<file path="config.mk">
export PLATFORM = sky130hd
export DESIGN_NAME = tjx_expander
export DESIGN_NICKNAME = d
export VERILOG_FILES = /design/src/rtl/tjx_pkg.sv /design/src/rtl/tjx_addr_gen.sv /design/src/rtl/tjx_jal_build.sv /design/src/rtl/tjx_seq.sv /design/src/rtl/tjx_expander.sv
export SDC_FILE = /design/constraint.sdc
export NUM_CORES = 1
export LEC_CHECK = 0
export ABC_CLOCK_PERIOD_IN_PS = 3040
export BUFFER_PORTS_ARGS = -buffer_cell sky130_fd_sc_hd__buf_2
export CORE_MARGIN = 2
export CORE_UTILIZATION = 52
export CTS_BUF_LIST = sky130_fd_sc_hd__clkbuf_4 sky130_fd_sc_hd__clkbuf_8 sky130_fd_sc_hd__clkbuf_16
export DETAILED_ROUTE_END_ITERATION = 12
export GPL_TIMING_DRIVEN = 0
export PLACE_DENSITY = 0.8
export RECOVER_POWER = 50
export SLEW_MARGIN = 20
export SYNTH_ARGS = -nofsm -noshare
export SYNTH_HDL_FRONTEND = slang
export SYNTH_HIERARCHICAL = 1
export SYNTH_SLANG_ARGS = --single-unit
</file>
<file path="constraint.sdc">
create_clock -name clk_i -period 3.04 [get_ports clk_i]
set_clock_uncertainty 0.2 [all_clocks]
set_input_delay 0.304 -clock clk_i [delete_from_list [all_inputs] [get_ports clk_i]]
set_output_delay 0.304 -clock clk_i [all_outputs]
set_load 0.05 [all_outputs]
</file>
<file path="src/rtl/tjx_pkg.sv">
package tjx_pkg;

  typedef enum logic [1:0] {
    ST_IDLE  = 2'd0,
    ST_REQ   = 2'd1,
    ST_WAIT  = 2'd2,
    ST_EMIT  = 2'd3
  } tjx_state_e;

  localparam logic [6:0] OPC_JAL = 7'b1101111;

  // Entry address: aligned base plus scaled index.
  function automatic logic [31:0] tjx_entry_addr(input logic [31:0] base,
                                                 input logic [7:0]  idx,
                                                 input int unsigned align_bits);
    logic [31:0] mask;
    mask = ~((32'd1 << align_bits) - 32'd1);
    return (base & mask) + {22'd0, idx, 2'b00};
  endfunction

  // Build a JAL from a byte offset and a destination register.
  function automatic logic [31:0] tjx_jal(input logic [20:0] off,
                                          input logic [4:0]  rd);
    return {off[20], off[10:1], off[11], off[19:12], rd, OPC_JAL};
  endfunction

endpackage

</file>
<file path="src/rtl/tjx_addr_gen.sv">
module tjx_addr_gen #(
  parameter int unsigned IDX_W      = 8,
  parameter int unsigned LINK_SPLIT = 32,
  parameter int unsigned ALIGN_BITS = 6
) (
  input  logic [31:0]      base_i,
  input  logic [IDX_W-1:0] idx_i,
  output logic [31:0]      addr_o,
  output logic             link_o
);
  import tjx_pkg::*;

  always_comb begin
    addr_o = tjx_entry_addr(base_i, idx_i, ALIGN_BITS);
    link_o = (32'(idx_i) >= LINK_SPLIT);
  end
endmodule

</file>
<file path="src/rtl/tjx_jal_build.sv">
module tjx_jal_build (
  input  logic [31:0] target_i,
  input  logic [31:0] pc_i,
  input  logic        link_i,
  output logic [31:0] instr_o
);
  import tjx_pkg::*;

  logic [31:0] diff;

  always_comb begin
    diff    = {target_i[31:1], 1'b0} - pc_i;
    instr_o = tjx_jal(diff[20:0], link_i ? 5'd1 : 5'd0);
  end
endmodule

</file>
<file path="src/rtl/tjx_seq.sv">
module tjx_seq (
  input  logic        clk_i,
  input  logic        rst_ni,
  input  logic        start_i,
  input  logic [31:0] addr_i,
  input  logic        link_i,
  input  logic [31:0] pc_i,
  input  logic        gnt_i,
  input  logic        rvalid_i,
  input  logic [31:0] rdata_i,
  output tjx_pkg::tjx_state_e state_o,
  output logic        req_o,
  output logic [31:0] req_addr_o,
  output logic [31:0] target_o,
  output logic [31:0] pc_o,
  output logic        link_o
);
  import tjx_pkg::*;

  tjx_state_e state_q, state_d;
  logic [31:0] addr_q, target_q, pc_q;
  logic        link_q;

  always_comb begin
    state_d = state_q;
    unique case (state_q)
      ST_IDLE: if (start_i)  state_d = ST_REQ;
      ST_REQ:  if (gnt_i)    state_d = ST_WAIT;
      ST_WAIT: if (rvalid_i) state_d = ST_EMIT;
      ST_EMIT:               state_d = ST_IDLE;
      default:               state_d = ST_IDLE;
    endcase
  end

  always_ff @(posedge clk_i or negedge rst_ni) begin
    if (!rst_ni) begin
      state_q  <= ST_IDLE;
      addr_q   <= '0;
      target_q <= '0;
      pc_q     <= '0;
      link_q   <= 1'b0;
    end else begin
      state_q <= state_d;
      if (state_q == ST_IDLE && start_i) begin
        addr_q <= addr_i;
        pc_q   <= pc_i;
        link_q <= link_i;
      end
      if (state_q == ST_WAIT && rvalid_i) target_q <= rdata_i;
    end
  end

  assign state_o    = state_q;
  assign req_o      = (state_q == ST_REQ);
  assign req_addr_o = addr_q;
  assign target_o   = target_q;
  assign pc_o       = pc_q;
  assign link_o     = link_q;
endmodule

</file>
<file path="src/rtl/tjx_expander.sv">
module tjx_expander #(
  parameter int unsigned IDX_LSB    = 2,
  parameter int unsigned IDX_W      = 8,
  parameter int unsigned LINK_SPLIT = 32,
  parameter int unsigned ALIGN_BITS = 6
) (
  input  logic        clk_i,
  input  logic        rst_ni,
  input  logic [31:0] instr_i,
  input  logic [31:0] pc_i,
  input  logic        tj_flag_i,
  input  logic        illegal_i,
  input  logic        compressed_i,
  input  logic [31:0] tbl_base_i,
  output logic        mem_req_o,
  output logic [31:0] mem_addr_o,
  input  logic        mem_gnt_i,
  input  logic        mem_rvalid_i,
  input  logic [31:0] mem_rdata_i,
  output logic [31:0] instr_o,
  output logic        illegal_o,
  output logic        compressed_o,
  output logic        stall_o
);
  import tjx_pkg::*;

  localparam int unsigned IDX_MSB = IDX_LSB + IDX_W - 1;

  logic [31:0] entry_addr, lat_target, lat_pc, jal_word;
  logic        entry_link, lat_link;
  tjx_state_e  state;

  // Named events for the checker.
  logic idle_w, busy_w, emit_w, start_w;

  tjx_addr_gen #(.IDX_W(IDX_W), .LINK_SPLIT(LINK_SPLIT), .ALIGN_BITS(ALIGN_BITS)) u_addr (
    .base_i (tbl_base_i),
    .idx_i  (instr_i[IDX_MSB:IDX_LSB]),
    .addr_o (entry_addr),
    .link_o (entry_link)
  );

  tjx_seq u_seq (
    .clk_i      (clk_i),
    .rst_ni     (rst_ni),
    .start_i    (tj_flag_i),
    .addr_i     (entry_addr),
    .link_i     (entry_link),
    .pc_i       (pc_i),
    .gnt_i      (mem_gnt_i),
    .rvalid_i   (mem_rvalid_i),
    .rdata_i    (mem_rdata_i),
    .state_o    (state),
    .req_o      (mem_req_o),
    .req_addr_o (mem_addr_o),
    .target_o   (lat_target),
    .pc_o       (lat_pc),
    .link_o     (lat_link)
  );

  tjx_jal_build u_jal (
    .target_i (lat_target),
    .pc_i     (lat_pc),
    .link_i   (lat_link),
    .instr_o  (jal_word)
  );

  assign idle_w  = (state == ST_IDLE);
  assign emit_w  = (state == ST_EMIT);
  assign busy_w  = (state == ST_REQ) || (state == ST_WAIT);
  assign start_w = idle_w && tj_flag_i;

  always_comb begin
    stall_o = start_w || busy_w;
    if (emit_w) begin
      instr_o      = jal_word;
      illegal_o    = 1'b0;
      compressed_o = 1'b1;
    end else begin
      instr_o      = instr_i;
      illegal_o    = illegal_i;
      compressed_o = compressed_i;
    end
  end
endmodule

</file>
==> out/qor_table.md <==
| Group | Quantity | Reported |
| --- | --- | --- |
| status | Outcome | finished, violations left |
| status | Violations in the final reports | negative setup slack |
| place | IO Port Bufs | 173 |
| critical path | Setup slack, reg-to-reg | 0.97 ns |
| grt | Largest net degree at the start of global routing | 44 |
| sta | Setup repair after global routing missed its margin | yes |
| critical path | Endpoint of the worst-slack reg-to-reg timing path | u_seq/pc_o[3] |
| cells and area | Count of filler cells inserted in the layout | 661 |
| critical path | Req. time, crit path | 2.54 ns |
| worst hold path | Hold-critical path endpoint | u_seq/pc_o[15] |
| cells and area | Most common cell after layout, fill and taps aside | sky130_fd_sc_hd__buf_2 |
| grt | Initial antenna violation count | 0 |
| sta | Share of the clock period used by the worst path after layout | 114% |
| route | Final Routed Wirelength | 15.2 mm |
| floorplan | Cell Rows | 37 |
| critical path | Data arrival time of the critical path | 2.97 ns |
| clock tree | Clock Pin Slew Worst Setup and Hold Paths | 0.09 ns |
| grt | Vias in the first global route | 4,921 |
| place | Hpwl dp | 9.87 mm |
| clock tree | Clock latency on the worst-skew pair | 0.35 ns |
| sta | Final hold vios | 0 |
| logic synthesis | Mapped Cells | 489 |
| route | Via Count | 4,764 |
| clock tree | Clock tree from TritonCTS | done |
| sta | Highest achievable clock rate | 287 MHz |
| clock tree | Number of sinks on the clock net | 76 |
| logic synthesis | Number of warnings reported in the yosys synthesis log | 6 |
| route | DRC viols | 0 |
| worst hold path | Hold Crit Depth | 2 |
| clock tree | H-tree lvl count | 3 |
| critical path | Ordered list of cells on the worst path | inv_2 -> fa_2 -> a21o_1 -> a221oi_4 -> o21ai_4 -> buf_4 -> a21o_1 -> a21oi_2 -> o221a_1 -> mux2_4 -> buf_8 |
| grt | Wire length of the first global-routing pass | 23.2 mm |
| sta | Headroom to the max-slew limit | 28.7% |
| sta | Final setup violation count | 12 |
| sta | Slew at the pin closest to its max-slew limit | 1.07 ns |
| logic synthesis | Post-synthesis cell area | 5360 sq um |
| floorplan | I/O pin cnt | 203 |
| cells and area | Total number of nets in the final design | 904 |
| floorplan | Initial Utilization | 52.6% |
| grt | Total gr overflow | 0 |
| route | Router iterations before antenna repair | 5 |
| floorplan | Core region area | 10,200 sq um |
| cells and area | Count of inserted antenna diode cells | 0 |
| critical path | Worst Path Class, Setup | reg -> out |
| cells and area | Area growth from synthesis to layout | 39.5% |
| grt | Overall track demand over capacity in global routing | 26.0% |
| worst hold path | Class of the tightest hold or removal check | in -> reg |
| sta | Number of pins exceeding their max-slew limit in the final report | 0 |
| sta | Setup TNS after final layout | -3.46 ns |
| route | Initial DRC count | 211 |
| floorplan | Horiz. Die Dim | 106 um |
| critical path | Worst path max stage delay | 0.41 ns |
| route | Final antenna-violating net count | 0 |
| critical path | CP endpoint kind | output port |
| logic synthesis | Average instance area after synthesis | 11.0 sq um |
| floorplan | Vertical die dimension | 106 um |
| worst hold path | Hold Startpoint | pc_i[15] |
| clock tree | Clock root buffer master | sky130_fd_sc_hd__clkbuf_8 |
| critical path | Cell family with most CP delay | compound AO/OA/AOI/OAI gates |
| place | Global placement routability congestion | 0.880 |
| critical path | Cell with the largest stage delay on the worst path | sky130_fd_sc_hd__fa_2 |
| clock tree | Number of buffers added by the clock tree synthesis step | 9 |
| cells and area | Commonest non-fill, non-tap cells in the layout | sky130_fd_sc_hd__buf_2, sky130_fd_sc_hd__mux2_2, sky130_fd_sc_hd__dfrtp_1, sky130_fd_sc_hd__dlygate4sd3_1, sky130_fd_sc_hd__buf_4 |
| cells and area | Proportion of layout cells with a drive suffix above 1 | 49.3% |
| sta | Period minus WS final | 3.48 ns |
| critical path | Length in cells of the worst reg-to-reg path | 6 |
| critical path | Number of buffer and inverter stages on the critical path | 3 |
| critical path | Startpoint of the worst-slack reg-to-reg timing path | u_seq/state_o[0] |
| job | Max-cap check violation count | 0 |
| critical path | Critical path startpoint category | flop |
| route | DR vias/cell | 5.41 |
| route | Wirelength per Cell | 17.3 um |
| critical path | Most frequent CP cell | sky130_fd_sc_hd__a21o_1 |
| sta | Final worst-path setup slack | -0.439 ns |
| critical path | Max Fanout on Critical Path | 4 |
| floorplan | Die Outline Area | 11,100 sq um |
| clock tree | Clk buf depth | 2 |
-- worst max path at each step --
stage | startpoint | end | slack, ns | cells past startpoint
final | u_seq/pc_o[1] | instr_o[14] | -0.44 | 11
after global routing | u_seq/pc_o[1] | instr_o[14] | -0.49 | 11
after CTS | u_seq/pc_o[1] | instr_o[14] | -0.37 | 10
after detailed placement | u_seq/pc_o[0] | instr_o[14] | -0.20 | 10
after global placement | u_seq/pc_o[0] | instr_o[14] | -0.12 | 10
after floorplan | u_seq/pc_o[0] | instr_o[14] | 0.20 | 9
-- per-stage QoR --
step / util [%] / hold slack (ns) / setup WS, ns / cells / instance area, sq um
3_3_place_gp: 63.2 / 0.284 / -0.120 / 808 / 6430
4_1_cts: 72.3 / 0.00194 / -0.365 / 877 / 7360
6_report: 73.4 / 0.0246 / -0.439 / 880 / 7480
5_1_grt: 73.4 / 0.00260 / -0.489 / 880 / 7480
3_5_place_dp: 63.4 / 0.135 / -0.196 / 809 / 6460
2_1_floorplan: - / -0.192 / 0.201 / 499 / 5400
-- state kept, by name (all words and copies together), names as in the netlist --
name,count
u_seq/link_o,1
u_seq/target_o,20
u_seq/pc_o,21
u_seq/state_o,2
u_seq/req_addr_o,32
-- cell type report --
type | count | area (sq um) | share of cell area, %
buffer | 34 | 267 | 3.56
tap | 136 | 170 | 2.28
clock inverter | 5 | 58.8 | 0.786
clock buffer | 11 | 151 | 2.02
multi-input combinational | 352 | 3310 | 44.3
inverter | 35 | 131 | 1.76
sequential | 76 | 1900 | 25.4
timing repair buffer | 231 | 1480 | 19.8
-- repair_timing --
action / CTS / global route
pin swaps: 20 / 15
setup endpoints to repair: 13 / 15
hold buffers: 38 / 0
hold endpoints to repair: 79 / 0
buffers inserted: 16 / 3
gates resized for setup: 50 / 35
-- per-layer routing --
layer | GRT usage (%) | vias to the layer above | share of wire [%]
li1 | - | 2196 | -
met5 | 0 | - | 0
met2 | 47.8 | 225 | 52
met4 | 10.4 | 0 | 2.8
met3 | 5.88 | 38 | 7.0
met1 | 29.0 | 2305 | 38
Power is left out: the tool's default activity adds up to more than one toggle a clock period on the data nets, which glitch-free logic cannot reach.
